`config.mk`:
```
export PLATFORM = sky130hd
export DESIGN_NAME = mdio_word_master
export DESIGN_NICKNAME = d
export VERILOG_FILES = /design/src/rtl/mdio_word_master.sv
export SDC_FILE = /design/constraint.sdc
export NUM_CORES = 1
export LEC_CHECK = 0
export ABC_AREA = 0
export ABC_CLOCK_PERIOD_IN_PS = 2500
export BUFFER_PORTS_ARGS = -buffer_cell sky130_fd_sc_hd__buf_2
export CORE_ASPECT_RATIO = 1.4
export CORE_MARGIN = 2
export CORE_UTILIZATION = 30
export DETAILED_ROUTE_END_ITERATION = 6
export PLACE_DENSITY = 0.54
export SKIP_LAST_GASP = 1
export SLEW_MARGIN = 20
export SYNTH_ARGS = -nofsm -noshare
export SYNTH_HDL_FRONTEND = slang
export SYNTH_SLANG_ARGS = --single-unit
```
`constraint.sdc`:
```
create_clock -name clk -period 2.5 [get_ports clk]
set_clock_uncertainty 0.15 [all_clocks]
set_input_delay 0.125 -clock clk [delete_from_list [all_inputs] [get_ports clk]]
set_output_delay 0.125 -clock clk [all_outputs]
set_load 0.005 [all_outputs]
```
`src/rtl/mdio_word_master.sv`:
```
module mdio_word_master #(
  parameter int DIV = 8
) (
  input  logic        clk,
  input  logic        rst_n,
  input  logic        wr_en,
  input  logic        reg_addr,
  input  logic [31:0] wr_data,
  output logic [31:0] status,
  output logic        mdc,
  output logic        mdio_o,
  output logic        mdio_oe,
  input  logic        mdio_i
);
  localparam int HALF = DIV / 2;
  localparam int CW = (DIV > 2) ? $clog2(DIV) : 1;
  localparam logic [CW-1:0] DIV_LAST = CW'(DIV - 1);
  localparam logic [CW-1:0] RISE_AT = CW'(HALF - 1);

  logic          busy;
  logic          rd_frame;
  logic [CW-1:0] div_cnt;
  logic [5:0]    bit_idx;
  logic [31:0]   shreg;
  logic [15:0]   rd_word;
  logic          mdc_q;

  wire launch = wr_en && (reg_addr == 1'b0) && !busy;
  wire in_bits = busy && (bit_idx < 6'd32);
  wire released = rd_frame && (bit_idx >= 6'd14);

  always_ff @(posedge clk or negedge rst_n) begin
    if (!rst_n) begin
      busy     <= 1'b0;
      rd_frame <= 1'b0;
      div_cnt  <= '0;
      bit_idx  <= '0;
      shreg    <= '0;
      rd_word  <= '0;
      mdc_q    <= 1'b0;
    end else if (!busy) begin
      mdc_q <= 1'b0;
      if (launch) begin
        busy     <= 1'b1;
        shreg    <= wr_data;
        rd_frame <= (wr_data[29:28] == 2'b10);
        bit_idx  <= '0;
        div_cnt  <= '0;
      end
    end else begin
      if (div_cnt == DIV_LAST) begin
        div_cnt <= '0;
        mdc_q   <= 1'b0;
        if (bit_idx == 6'd32) begin
          busy <= 1'b0;
        end else begin
          bit_idx <= bit_idx + 6'd1;
          shreg   <= {shreg[30:0], 1'b0};
        end
      end else begin
        div_cnt <= div_cnt + CW'(1);
        if (div_cnt == RISE_AT) mdc_q <= 1'b1;
      end
      if (div_cnt == RISE_AT && rd_frame && bit_idx >= 6'd16 && bit_idx < 6'd32)
        rd_word <= {rd_word[14:0], mdio_i};
    end
  end

  assign mdc     = mdc_q;
  assign mdio_oe = in_bits && !released;
  assign mdio_o  = mdio_oe ? shreg[31] : 1'b0;
  assign status  = {busy, 15'b0, rd_word};
endmodule


```
==> results of run 1 <==
## layout make-up
class,count,area share [%]
multi-input combinational,150,36.4
inverter,7,0.685
sequential,60,39.2
clock inverter,6,2.48
tap,135,4.40
clock buffer,10,6.23
timing repair buffer,69,10.6
## worst max-delay path, stage by stage, from the launching register on
cell,delay [ns]
sky130_fd_sc_hd__dfrtp_1,0.39
sky130_fd_sc_hd__ha_1,0.22
sky130_fd_sc_hd__ha_1,0.25
sky130_fd_sc_hd__and2_1,0.19
sky130_fd_sc_hd__o22a_2,0.22
sky130_fd_sc_hd__buf_12,0.18
sky130_fd_sc_hd__mux2_4,0.33
## sequential cells by signal (all words and copies together) (netlist names)
register	cells
div_cnt	3
rd_word	16
busy	1
bit_idx	6
shreg	32
rd_frame	1
mdc	1
## what timing repair did
action                                 4_1_cts  5_1_grt
setup buffers                                0        0
endpoints found under the hold margin       44        0
hold buffers                                 7        0
## kinds of logic (layout without fill, tap and decap cells)
kind of cell / Yosys count / count (layout) / synth area share, %
other: 1 / 15 / 0.121
and+or+nand+nor: 32 / 32 / 5.71
DFF: 60 / 60 / 48.6
AOI/OAI and AO/OA: 19 / 19 / 3.65
muxes: 79 / 79 / 32.0
adders and majority gates: 5 / 5 / 2.03
buffers and inverters: 34 / 92 / 7.90
## path summary, 6_finish.rpt
kind                               to  cells past startpoint
max                          shreg[7]                      6
min                          shreg[5]                      3
max reg2reg                  shreg[7]                      6
min reg2reg                div_cnt[0]                      1
max in group asynchronous    shreg[9]                      3
min in group asynchronous  bit_idx[2]                      2
## per-stage QoR
stage	total power [µW]	hold WS (ns)	util (%)
after global placement	2210	0.179	34.5
after CTS	3630	0.00115	38.6
after detailed placement	2240	0.178	34.5
final	3580	0.00883	38.6
after global routing	3810	0.0123	38.6
after floorplan	2060	-0.321	-
## metal layers
| layer | up-vias | global-route usage, % | part of all wire, % |
|---|---|---|---|
| li1 | 912 | - | - |
| met1 | 931 | 13.6 | 46 |
| met2 | 62 | 17.5 | 46 |
| met3 | 12 | 2.66 | 5.2 |
| met4 | 0 | 5.77 | 2.1 |
| met5 | - | 0 | 0 |
## power breakdown
group          total (µW)  leakage, µW  internal, µW  switching, µW
logic                 841     0.000992           512            328
clock network        1360     0.000164           909            454
registers            1380     0.000804          1210            169
## layout by cell type (no fill, tap or decap), types with 2 or more instances in the layout
cell type / count
sky130_fd_sc_hd__a21oi_1: 6
sky130_fd_sc_hd__buf_2: 56
sky130_fd_sc_hd__buf_4: 5
sky130_fd_sc_hd__bufinv_16: 2
sky130_fd_sc_hd__clkbuf_16: 9
sky130_fd_sc_hd__clkinv_4: 2
sky130_fd_sc_hd__conb_1: 15
sky130_fd_sc_hd__dfrtp_1: 59
sky130_fd_sc_hd__dlygate4sd3_1: 7
sky130_fd_sc_hd__ha_1: 5
sky130_fd_sc_hd__inv_1: 7
sky130_fd_sc_hd__inv_6: 2
sky130_fd_sc_hd__mux2_2: 50
sky130_fd_sc_hd__mux2_4: 27
sky130_fd_sc_hd__mux2i_1: 2
sky130_fd_sc_hd__nand2_1: 8
sky130_fd_sc_hd__nand2b_1: 2
sky130_fd_sc_hd__nand3_1: 4
sky130_fd_sc_hd__nor2_1: 6
sky130_fd_sc_hd__o21ai_0: 6
sky130_fd_sc_hd__o22ai_1: 2
sky130_fd_sc_hd__or3_1: 3
==> results summary, run 1 <==
The data arrival time of the critical path is 2.15 ns. The net count of the finished layout is 339. The number of warning messages in the yosys log came out at 0. The number of synthesized flops with an enable pin came out at 0.

The flow ran to the end, and the final reports show no timing, DRC or antenna violations. The number of vias in the routed layout came out at 1,917. Relative to the synthesized area, the layout overhead comes to 24.2%. The transition at the pin with the smallest max-transition slack is 0.902 ns. In the synthesized netlist the dominant register cell turns out to be sky130_fd_sc_hd__dfrtp_1.

The total count of max-transition violations in the final report is 0. Global routing used 10.9% of the available tracks across all layers. For this run, the top clock speed supported by timing is 479 MHz.

The global-route wire length before repair came out at 9.61 mm. The first detailed-routing pass took 4 iterations. The placer's final routability congestion estimate is 0.732. The top-area cell type share of the netlist area is 48.6%. The area of all placed cells without fillers came out at 3840 µm². 72 I/O pins were placed. Setup violations remaining at the end of the flow were counted as 0.

The number of non-filler instances in the completed layout came out at 437. STA classifies the critical path startpoint as a register. The required time of the critical path is 2.56 ns. The total power density per cell area came out at 933 nW/µm². The total core area is 9950 µm². The number of antenna diodes in the final layout is 0.

TritonCTS built the clock tree. The clock tree buffer depth came out at 2. The number of nets still failing antenna checks after routing is 0. In this run the clock root is driven by a sky130_fd_sc_hd__clkbuf_16.

The final period demand of the worst path came out at 2.09 ns. The footprint of the flip-flops and latches came out at 1500 µm². The async set-or-reset flop fraction in the synthesized netlist is 100%. The post-synthesis cell area is 3090 µm². Across the run, the number of max-cap violations was 0. For this design the static power due to leakage is 0.00196 µW. The pin count of the biggest net entering global routing is 42. The worst register-to-register path begins at div_cnt[0]. Summed over all failing endpoints, the final setup total negative slack is 0 ns. The clock-pin slew of the registers on the worst-case setup and hold paths is 0.06 ns.

The width of the chip is 89.8 µm. The startpoint identified for the worst hold timing path is wr_data[5]. The clock net in this run drives a total of 60 sinks.

The classification of the worst-slack hold path is in -> reg. The critical path class is reg -> reg. The start point of the critical path is div_cnt[0].

The relative max-transition margin came out at 39.8%. The share of cells above drive strength 1 came out at 53.0%. In the synthesized netlist, the cells that appear most often are sky130_fd_sc_hd__dfrtp_1 (60), sky130_fd_sc_hd__mux2_2 (50), sky130_fd_sc_hd__mux2_4 (27).

The post-cts resize count is 0. Synthesis inferred 60 register bits. The most common cell in the synthesized netlist is sky130_fd_sc_hd__dfrtp_1. For this run the aggregate overflow at the end of global routing stands at 0. The total die area came out at 11,100 µm². The clock latency at the later pin of the worst-skew pair is 0.33 ns. The number of standard cells after synthesis came out at 230. Sequential cells were found to cover 48.6% of the synthesized design area. The top fanout value on the critical path is 34. The biggest area contributor in the post-synthesis netlist is sky130_fd_sc_hd__dfrtp_1. The detail-routed net length per standard cell is 12.9 µm.

The number of buffer cells added on primary ports came out at 56. The post-route worst setup slack came out at 0.413 ns. The number of global-route vias before repair is 2,023. The number of antenna violations at the first check in global routing came out at 0. The minimum setup slack among reg-to-reg paths came out at 0.41 ns. Including well taps, the total number of placed cells is 414. The final worst-path cycle share came out at 83.5%. The count of final hold-check violations came to 0. The combined area of the multi-input logic cells is 1400 µm². The netlist uses 35 different library cells. The detailed placement HPWL came out at 3.92 mm. The via density per instance came out at 4.39. The H-tree generated during clock tree synthesis spans 3 levels. STA classifies the critical path endpoint as a register. The post-route DRC violation count is 0.

The row count came out at 43. Setup repair after global routing left no endpoint under its margin. The fill cell instance count of the final layout is 982.

The die is 124 µm tall. Prior to clock tree synthesis, the placed netlist has a worst setup slack of 0.435 ns. The initial utilization of the core area, before any placement, comes to 31.0%. The routed wire length is 5.65 mm. By area the synthesized netlist is led by sky130_fd_sc_hd__dfrtp_1 (49%), sky130_fd_sc_hd__mux2_2 (18%), sky130_fd_sc_hd__mux2_4 (13%). The cell area after placement came out at 3430 µm². A synthesized cell averages 13.4 µm². The starting DRC count in detailed routing came out at 80.

Across the VDD grid, the largest voltage drop is 0.000416 V. The number of clock buffers inserted by TritonCTS came out at 9.
(Power assumes the default switching activity.)
==> run 2: changes to the inputs <==
Settings changed: ABC_AREA 0 to 1, ABC_CLOCK_PERIOD_IN_PS 2500 to 1700, PLACE_DENSITY 0.54 to 0.56.
Clock period 2.5 ns to 1.7 ns, I/O delays scaled along.
==> results summary, run 2 <==
The flow ran to the end, but the final reports show violations. The final reports fail on setup timing. 0 antenna diodes ended up in the layout. During placement, the flow inserted port buffers numbering 56. The number of top-level pins came out at 72. The number of global-route vias before repair came to 2,409. Max-cap violations in this run came to 0. The final layout net count came out at 467. The number of warning messages in the yosys log is 0.

After Yosys synthesis, XOR and XNOR cells account for 0.603% of the synthesized area. The worst setup path is launched from a register. The dominant cell type by area after synthesis is sky130_fd_sc_hd__dfrtp_1. By area the synthesized netlist is led by sky130_fd_sc_hd__dfrtp_1 (52%), sky130_fd_sc_hd__mux2i_1 (10%), sky130_fd_sc_hd__nand2_1 (8.4%).

The critical path goes through inv_2, ha_4, nor2_2, o21ai_1, a21oi_2, and2_4, buf_6. The synthesized netlist devotes 10.6% of its cell area to compound gates. The slowest library cell on the worst path is sky130_fd_sc_hd__dfrtp_1. After global routing the overflow that remains totals 0. Leaving out fill and tap cells, the most frequent cell in the layout is sky130_fd_sc_hd__nand2_1. The clock tree buffer depth is 2. The clock latency at the later pin of the worst-skew pair came out at 0.33 ns. The placer's final routability congestion estimate came out at 0.734.

The post-synthesis register bit count came out at 60. The met2 routed wirelength is 3.43 mm. Together, buffers and inverters on the worst path number 2. The area fraction in and, or, nand and nor cells after synthesis is 13.4%. The area of all placed cells without fillers is 4350 µm².

The worst hold path belongs to the class in -> async. Dividing the detail-routed via count by the number of cells gives 4.47. The maximum level of the CTS H-tree is 3.

The flip-flop count of the largest register, all copies and words added came out at 32. The cell sitting at the root of the clock tree is a sky130_fd_sc_hd__clkbuf_16. The die is 120 µm tall. The number of instances in the placed design is 467. The share of synthesized area occupied by flip-flops and latches is 51.7%.

Across all layers, the routed design uses 2,416 vias. The top metal layer carrying routed signals is met4. The routed metal-1 wire length came out at 2.91 mm.

The number of clock buffers inserted by TritonCTS is 9. The minimum setup slack among reg-to-reg paths came out at 0 ns. The setup-violating endpoint count in the final report came out at 2. The cell area that synthesis handed to floorplanning was 2910 µm². Setup repair after global routing could not meet its margin everywhere.

The sum of negative setup slack came out at -0.0258 ns. The top flip-flop cell by instance count after synthesis is sky130_fd_sc_hd__dfrtp_1. The largest family of logic cells by synthesized area is simple AND/OR/NAND/NOR gates. For this block, the routed nets add up to 6.84 mm of wire. The final worst-path cycle share is 101%. The final period demand of the worst path is 1.72 ns. The pin count of the biggest net entering global routing is 33. Clock-pin slew was measured on the worst setup and hold paths at 0.05 ns. The adder and majority gate portion of the synthesized area is 2.15%. The die covers 10,500 µm². The amount of wire on met3 after detailed routing is 244 µm. The data arrival time of the critical path is 1.49 ns. TritonCTS built the clock tree. The mean area per synthesized cell is 9.40 µm². The share of cells above drive strength 1 came out at 28.4%. The endpoint type of the worst setup path is an output pin. The fill cell instance count of the final layout is 921.

The largest single stage delay on the critical path is 0.38 ns. The number of antenna violations at the first check in global routing was 0. The total count of max-transition violations in the final report came out at 0. The static leakage power came out at 0.00229 µW. The largest delay contributor family on the critical path is flip-flops. The required time of the critical path came out at 1.46 ns. The maximum vdd ir drop is 0.000603 V.

The async set-or-reset flop fraction in the synthesized netlist is 100%. The post-route worst setup slack came out at -0.0220 ns. After synthesis, the largest area contributor takes up 51.7% of total cell area.

The total power density per cell area is 1410 nW/µm². The cell area after placement is 3250 µm². The count of nets left with antenna violations once routing finished came out at 0. The growth of design area from synthesis to finish came out at 49.7%. More flip-flops sit in one register than any other, and that register is shreg. The number of synthesized flops with an enable pin is 0.

The total core area is 9460 µm². After synthesis, the most frequently instantiated cells are sky130_fd_sc_hd__nand2_1 (65), sky130_fd_sc_hd__dfrtp_1 (60), sky130_fd_sc_hd__o21ai_1 (46). The iteration count of the initial detailed-routing pass came out at 4. The width of the chip came out at 87.2 µm.

Summed over all nets, the half-perimeter wirelength after detailed placement is 4.04 mm. The maximum clock frequency is 581 MHz. The worst slack after detailed placement came out at -0.0440 ns. Clock tree synthesis found a total of 60 sinks. The number of standard cells after synthesis is 309. The global-route wire length before repair came out at 11.0 mm. The top fanout value on the critical path is 2. The detail-routed net length per standard cell came out at 12.7 µm.

In this run, distinct cell masters in the synthesized netlist total 23. The count of cells in the finished layout, fillers not included, comes to 540. The initial core utilization came out at 30.7%. The mux contribution to synthesized area came out at 10.3%. The most instantiated library cell after synthesis is sky130_fd_sc_hd__nand2_1.

The count of final hold-check violations was 0. The starting DRC count in detailed routing is 141. The critical path is of the reg -> out type. The largest registers in the layout are shreg (32), rd_word (16), bit_idx (6).

In the layout the commonest cells are sky130_fd_sc_hd__nand2_1 (63), sky130_fd_sc_hd__dfrtp_1 (58), sky130_fd_sc_hd__buf_2 (54), sky130_fd_sc_hd__o21ai_1 (45), sky130_fd_sc_hd__dlygate4sd3_1 (38). Global routing consumed, over all layers together, 13.7% of the routing resources. For this run, design rule violations remaining after detail routing come to 0.

The floorplan has 42 rows.
==> run 2: changes by cell type after synthesis, moves of 4 or more <==
cell                      previous run  this run
sky130_fd_sc_hd__nand2_1             8        65
sky130_fd_sc_hd__mux2_2             50         0
sky130_fd_sc_hd__o21ai_1             0        46
sky130_fd_sc_hd__mux2i_1             2        30
sky130_fd_sc_hd__mux2_4             27         0
sky130_fd_sc_hd__nor2_1              6        21
sky130_fd_sc_hd__inv_1               7        18
sky130_fd_sc_hd__buf_6               1         6
sky130_fd_sc_hd__buf_2               4         8
sky130_fd_sc_hd__nand3_1             4         8
==> run 2: worst reg2reg max path, cell delays in order (launching register included) <==
cell	delay, ns
sky130_fd_sc_hd__dfrtp_1	0.41
sky130_fd_sc_hd__ha_4	0.18
sky130_fd_sc_hd__ha_4	0.16
sky130_fd_sc_hd__nor2_4	0.10
sky130_fd_sc_hd__nor2_2	0.05
sky130_fd_sc_hd__nand2_2	0.14
sky130_fd_sc_hd__buf_8	0.17
sky130_fd_sc_hd__clkbuf_16	0.17
sky130_fd_sc_hd__o21ai_1	0.06
==> run 2: logic make-up (layout without fill, tap and decap cells) <==
logic type	after synthesis	in the layout
AOI/OAI and AO/OA	60	60
xor gates and xnor gates	2	2
adders and majority gates	5	5
buffers and inverters	53	160
DFF	60	60
muxes	30	30
other	1	15
and+or+nand+nor	98	98
==> run 2: timing repair <==
action | 4_1_cts | 5_1_grt
endpoints found under the hold margin | 80 | 0
gates cloned | 3 | 4
gates resized for setup | 12 | 19
setup buffers | 10 | 2
endpoints found under the setup margin | 40 | 57
hold buffers | 38 | 0
pin swaps | 9 | 6
==> run 2: cell type report <==
cell class              instances  area (µm²)  area share [%]
flip-flops and latches         60        1500            34.6
multi-input cells             210        1210            27.8
repair buffers                123        1100            25.3
clock buffers                  12         246            5.67
well taps                     110         138            3.16
inverters                      21        81.3            1.87
clock inverters                 4        72.6            1.67
==> run 2: final timing paths <==
path	from	endpoint	depth (start not counted)
max reg2reg	div_cnt[0]	shreg[8]	8
max	bit_idx[0]	mdio_o	7
min reg2reg	shreg[0]	shreg[0]	2
min	rst_n	shreg[1]	2
min in group clk	wr_en	div_cnt[0]	6
max in group asynchronous	rst_n	rd_word[11]	3
==> run 2: power breakdown <==
group | switching (µW) | internal (µW) | total, µW
Clock | 633 | 1320 | 1950
Combinational | 880 | 1120 | 2000
Sequential | 284 | 1880 | 2170
==> run 2: metrics by stage <==
step	total power (µW)	util (%)	hold WS, ns
6_report	6120	46.0	0.0820
5_1_grt	6530	46.0	0.154
2_1_floorplan	3120	-	-0.361
3_5_place_dp	3410	34.4	-0.0879
3_3_place_gp	3360	34.4	-0.0862
4_1_cts	5840	43.9	0.0950
==> run 2: routing by layer <==
layer / vias up / track usage (%)
li1: 1206 / -
met1: 1141 / 15.7
met2: 54 / 23.1
met3: 15 / 2.66
met4: 0 / 8.37
met5: - / 0
==> run 3: changes to the inputs <==
Settings changed: ABC_CLOCK_PERIOD_IN_PS 1700 to 1500.
Clock period 1.7 ns to 1.5 ns, I/O delays scaled along.
==> results summary, run 3 (synthesis gave the netlist of run 2 again) <==
The run finished, with violations left. The checks that failed: setup timing. The total count of max-transition violations in the final report is 0. The number of max-cap violations came out at 0. Leaving out fill and tap cells, the most frequent cell in the layout is sky130_fd_sc_hd__dfrtp_1.

Derived from the worst setup path, the maximum achievable clock frequency is 574 MHz. After detailed placement, the design holds a cell count of 477. Setup repair after global routing could not meet its margin everywhere. The final period demand of the worst path is 1.74 ns.

The final worst hold slack came out at 0.130 ns. The die covers 10,500 µm². For this design the static power due to leakage is 0.00254 µW. The largest registers in the layout are shreg (32), rd_word (16), bit_idx (6). The biggest cell delay along the critical path is 0.42 ns. Walking the worst path, the cells encountered are buf_4, nor2_1, nand3_2, nand2_4, buf_12, buf_8, clkbuf_16, nand2_2, o21ai_1. For this run, the post-layout net count is 482. The clock tree buffer depth came out at 2. The net switching power came out at 2440 µW. The die outline height is 120 µm.

The minimum setup slack among reg-to-reg paths is -0.24 ns. The root buffer cell chosen for the clock tree is sky130_fd_sc_hd__clkbuf_16. The routed wire length came out at 7.64 mm.

The H-tree was split into 3 levels. The first global-routing pass estimated 11.5 mm of wire. The number of nets still failing antenna checks after routing came out at 0. The via density per instance is 4.54. The critical path contains buffers and inverters numbering 4 combined. The final cell utilization of the core is 52.5%. For this design, the slowest cell found on the critical path is sky130_fd_sc_hd__dfrtp_2.

The depth of the worst register-to-register path is 9. The setup-violating endpoint count in the final report came out at 57. The global-route congestion overflow total came out at 0. The congestion estimate from routability-driven global placement came to 0.750. The internal power of the cells is 5110 µW.

The clock-pin slew of the registers on the worst-case setup and hold paths came out at 0.05 ns. The worst slack after detailed placement came out at -0.165 ns. The number of buffer cells added on primary ports is 56. The sum of negative setup slack came out at -9.33 ns. The clock network burns 24.7% of the power. The repair_antennas step left the layout with diodes totalling 0. The top fanout value on the critical path is 4. The share of cells above drive strength 1 came out at 49.1%.

The data arrival time of the critical path came out at 1.85 ns. The number of clock buffers inserted by TritonCTS is 9. The classification of the worst-slack hold path is in -> async. TritonCTS built the clock tree. STA classifies the critical path startpoint as a register.

The count of final hold-check violations came out at 0. The number of vias in the routed layout is 2,516. The power share of the sequential group came out at 33.8%.

CTS saw 60 sinks. The starting DRC count in detailed routing came out at 65. The total power density per cell area is 1520 nW/µm². In this run the critical register-to-register path is launched from bit_idx[1]. The post-route worst setup slack is -0.242 ns. The iteration count of the initial detailed-routing pass came out at 4. The largest delay contributor family on the critical path is buffers and inverters. The pin count of the biggest net entering global routing is 35. The reg-to-reg critical path endpoint is shreg[20].

The endpoint type of the worst setup path is a register. shreg holds more flip-flops than any other register. The critical path crosses 9 cells after its start point. The clock latency at the later pin of the worst-skew pair is 0.33 ns.

The switching power share of the total came out at 32.3%. The required time of the critical path is 1.60 ns. The row count came out at 42. Once the floorplan was initialized, standard cells occupied 30.7% of the core. The maximum vdd ir drop is 0.000683 V. The detailed placement HPWL is 4.17 mm.

Of the total power, combinational logic draws 41.5%. The top cell types in the final layout, fill and taps aside, are sky130_fd_sc_hd__dfrtp_1 (58), sky130_fd_sc_hd__buf_2 (55), sky130_fd_sc_hd__dlygate4sd3_1 (37), sky130_fd_sc_hd__mux2i_1 (30), sky130_fd_sc_hd__nand2_2 (29). The flip-flop count of the largest register, all copies and words added is 32.

The critical path class is reg -> reg. The final worst-path cycle share is 116%. From synthesis to final layout, the design area changed by 70.8%. The floorplan step set the die width to 87.2 µm. Global routing consumed, over all layers together, 14.3% of the routing resources. The number of non-filler instances in the completed layout came out at 554. The total core area came out at 9460 µm².

72 I/O pins were placed. The number of global-route vias before repair is 2,479. The post-route DRC violation count came out at 0. In the final routed layout, each cell accounts on average for 13.8 µm. The number of antenna violations at the first check in global routing came to 0.
run 3: cell count changes in the layout (fill, tap and decap cells not counted), sizes merged:
cell         before  now
clkinv            1    2
buf              81   96
dlygate4sd3      38   37
clkbuf           16   18
bufinv            2    0
clkinvlp          1    0
run 3: cell type report:
type                       count  area (µm²)
fill                         837        4500
clock buffer                  13         260
clock inverter                 2        10.0
sequential                    60        1500
tap                          110         138
timing repair buffer         138        1380
multi-input combinational    210        1590
inverter                      21        83.8
run 3: worst reg2reg max path, stage by stage (launching register included):
cell	delay (ns)
sky130_fd_sc_hd__dfrtp_2	0.42
sky130_fd_sc_hd__buf_4	0.16
sky130_fd_sc_hd__nor2_1	0.15
sky130_fd_sc_hd__nand3_2	0.14
sky130_fd_sc_hd__nand2_4	0.11
sky130_fd_sc_hd__buf_12	0.12
sky130_fd_sc_hd__buf_8	0.13
sky130_fd_sc_hd__clkbuf_16	0.16
sky130_fd_sc_hd__nand2_2	0.05
sky130_fd_sc_hd__o21ai_1	0.07
run 3: how the worst max path moves through the flow:
stage / start / endpoint / slack, ns
final: bit_idx[1] / shreg[20] / -0.24
after global routing: bit_idx[0] / shreg[20] / -0.30
after CTS: bit_idx[1] / mdio_o / -0.26
after detailed placement: div_cnt[1] / shreg[17] / -0.16
after global placement: div_cnt[1] / shreg[14] / -0.08
after floorplan: div_cnt[0] / shreg[10] / -0.02
run 3: what timing repair did:
item                                    4_1_cts  5_1_grt
resized for setup                            39      110
cloned                                        8        6
pin swaps                                     8       13
hold endpoints to repair                     94        0
endpoints found under the setup margin       56       59
hold buffers                                 37        0
buffers inserted                             13        2
run 3: per-stage QoR:
step	power, µW	cell area [µm²]
6_report	7550	4960
5_1_grt	8000	4960
4_1_cts	6900	4430
3_5_place_dp	4060	3390
3_3_place_gp	4000	3390
2_1_floorplan	3580	2990
run 3: routing by layer:
metal / wire length [µm] / vias to the layer above / global-route usage [%]
met1: 3180 / 1209 / 16.8
met2: 4030 / 55 / 23.9
met4: 141 / 0 / 6.54
met5: 0 / - / 0
met3: 288 / 10 / 3.75
li1: - / 1242 / -
run 3: power groups by stage:
stage          Combinational [µW]  Sequential, µW  Clock (µW)
4_1_cts                      2530            2440        1920
6_report                     3130            2550        1870
3_3_place_gp                 1570            2440           0
2_1_floorplan                1190            2380           0
3_5_place_dp                 1610            2450           0
5_1_grt                      3400            2610        1990
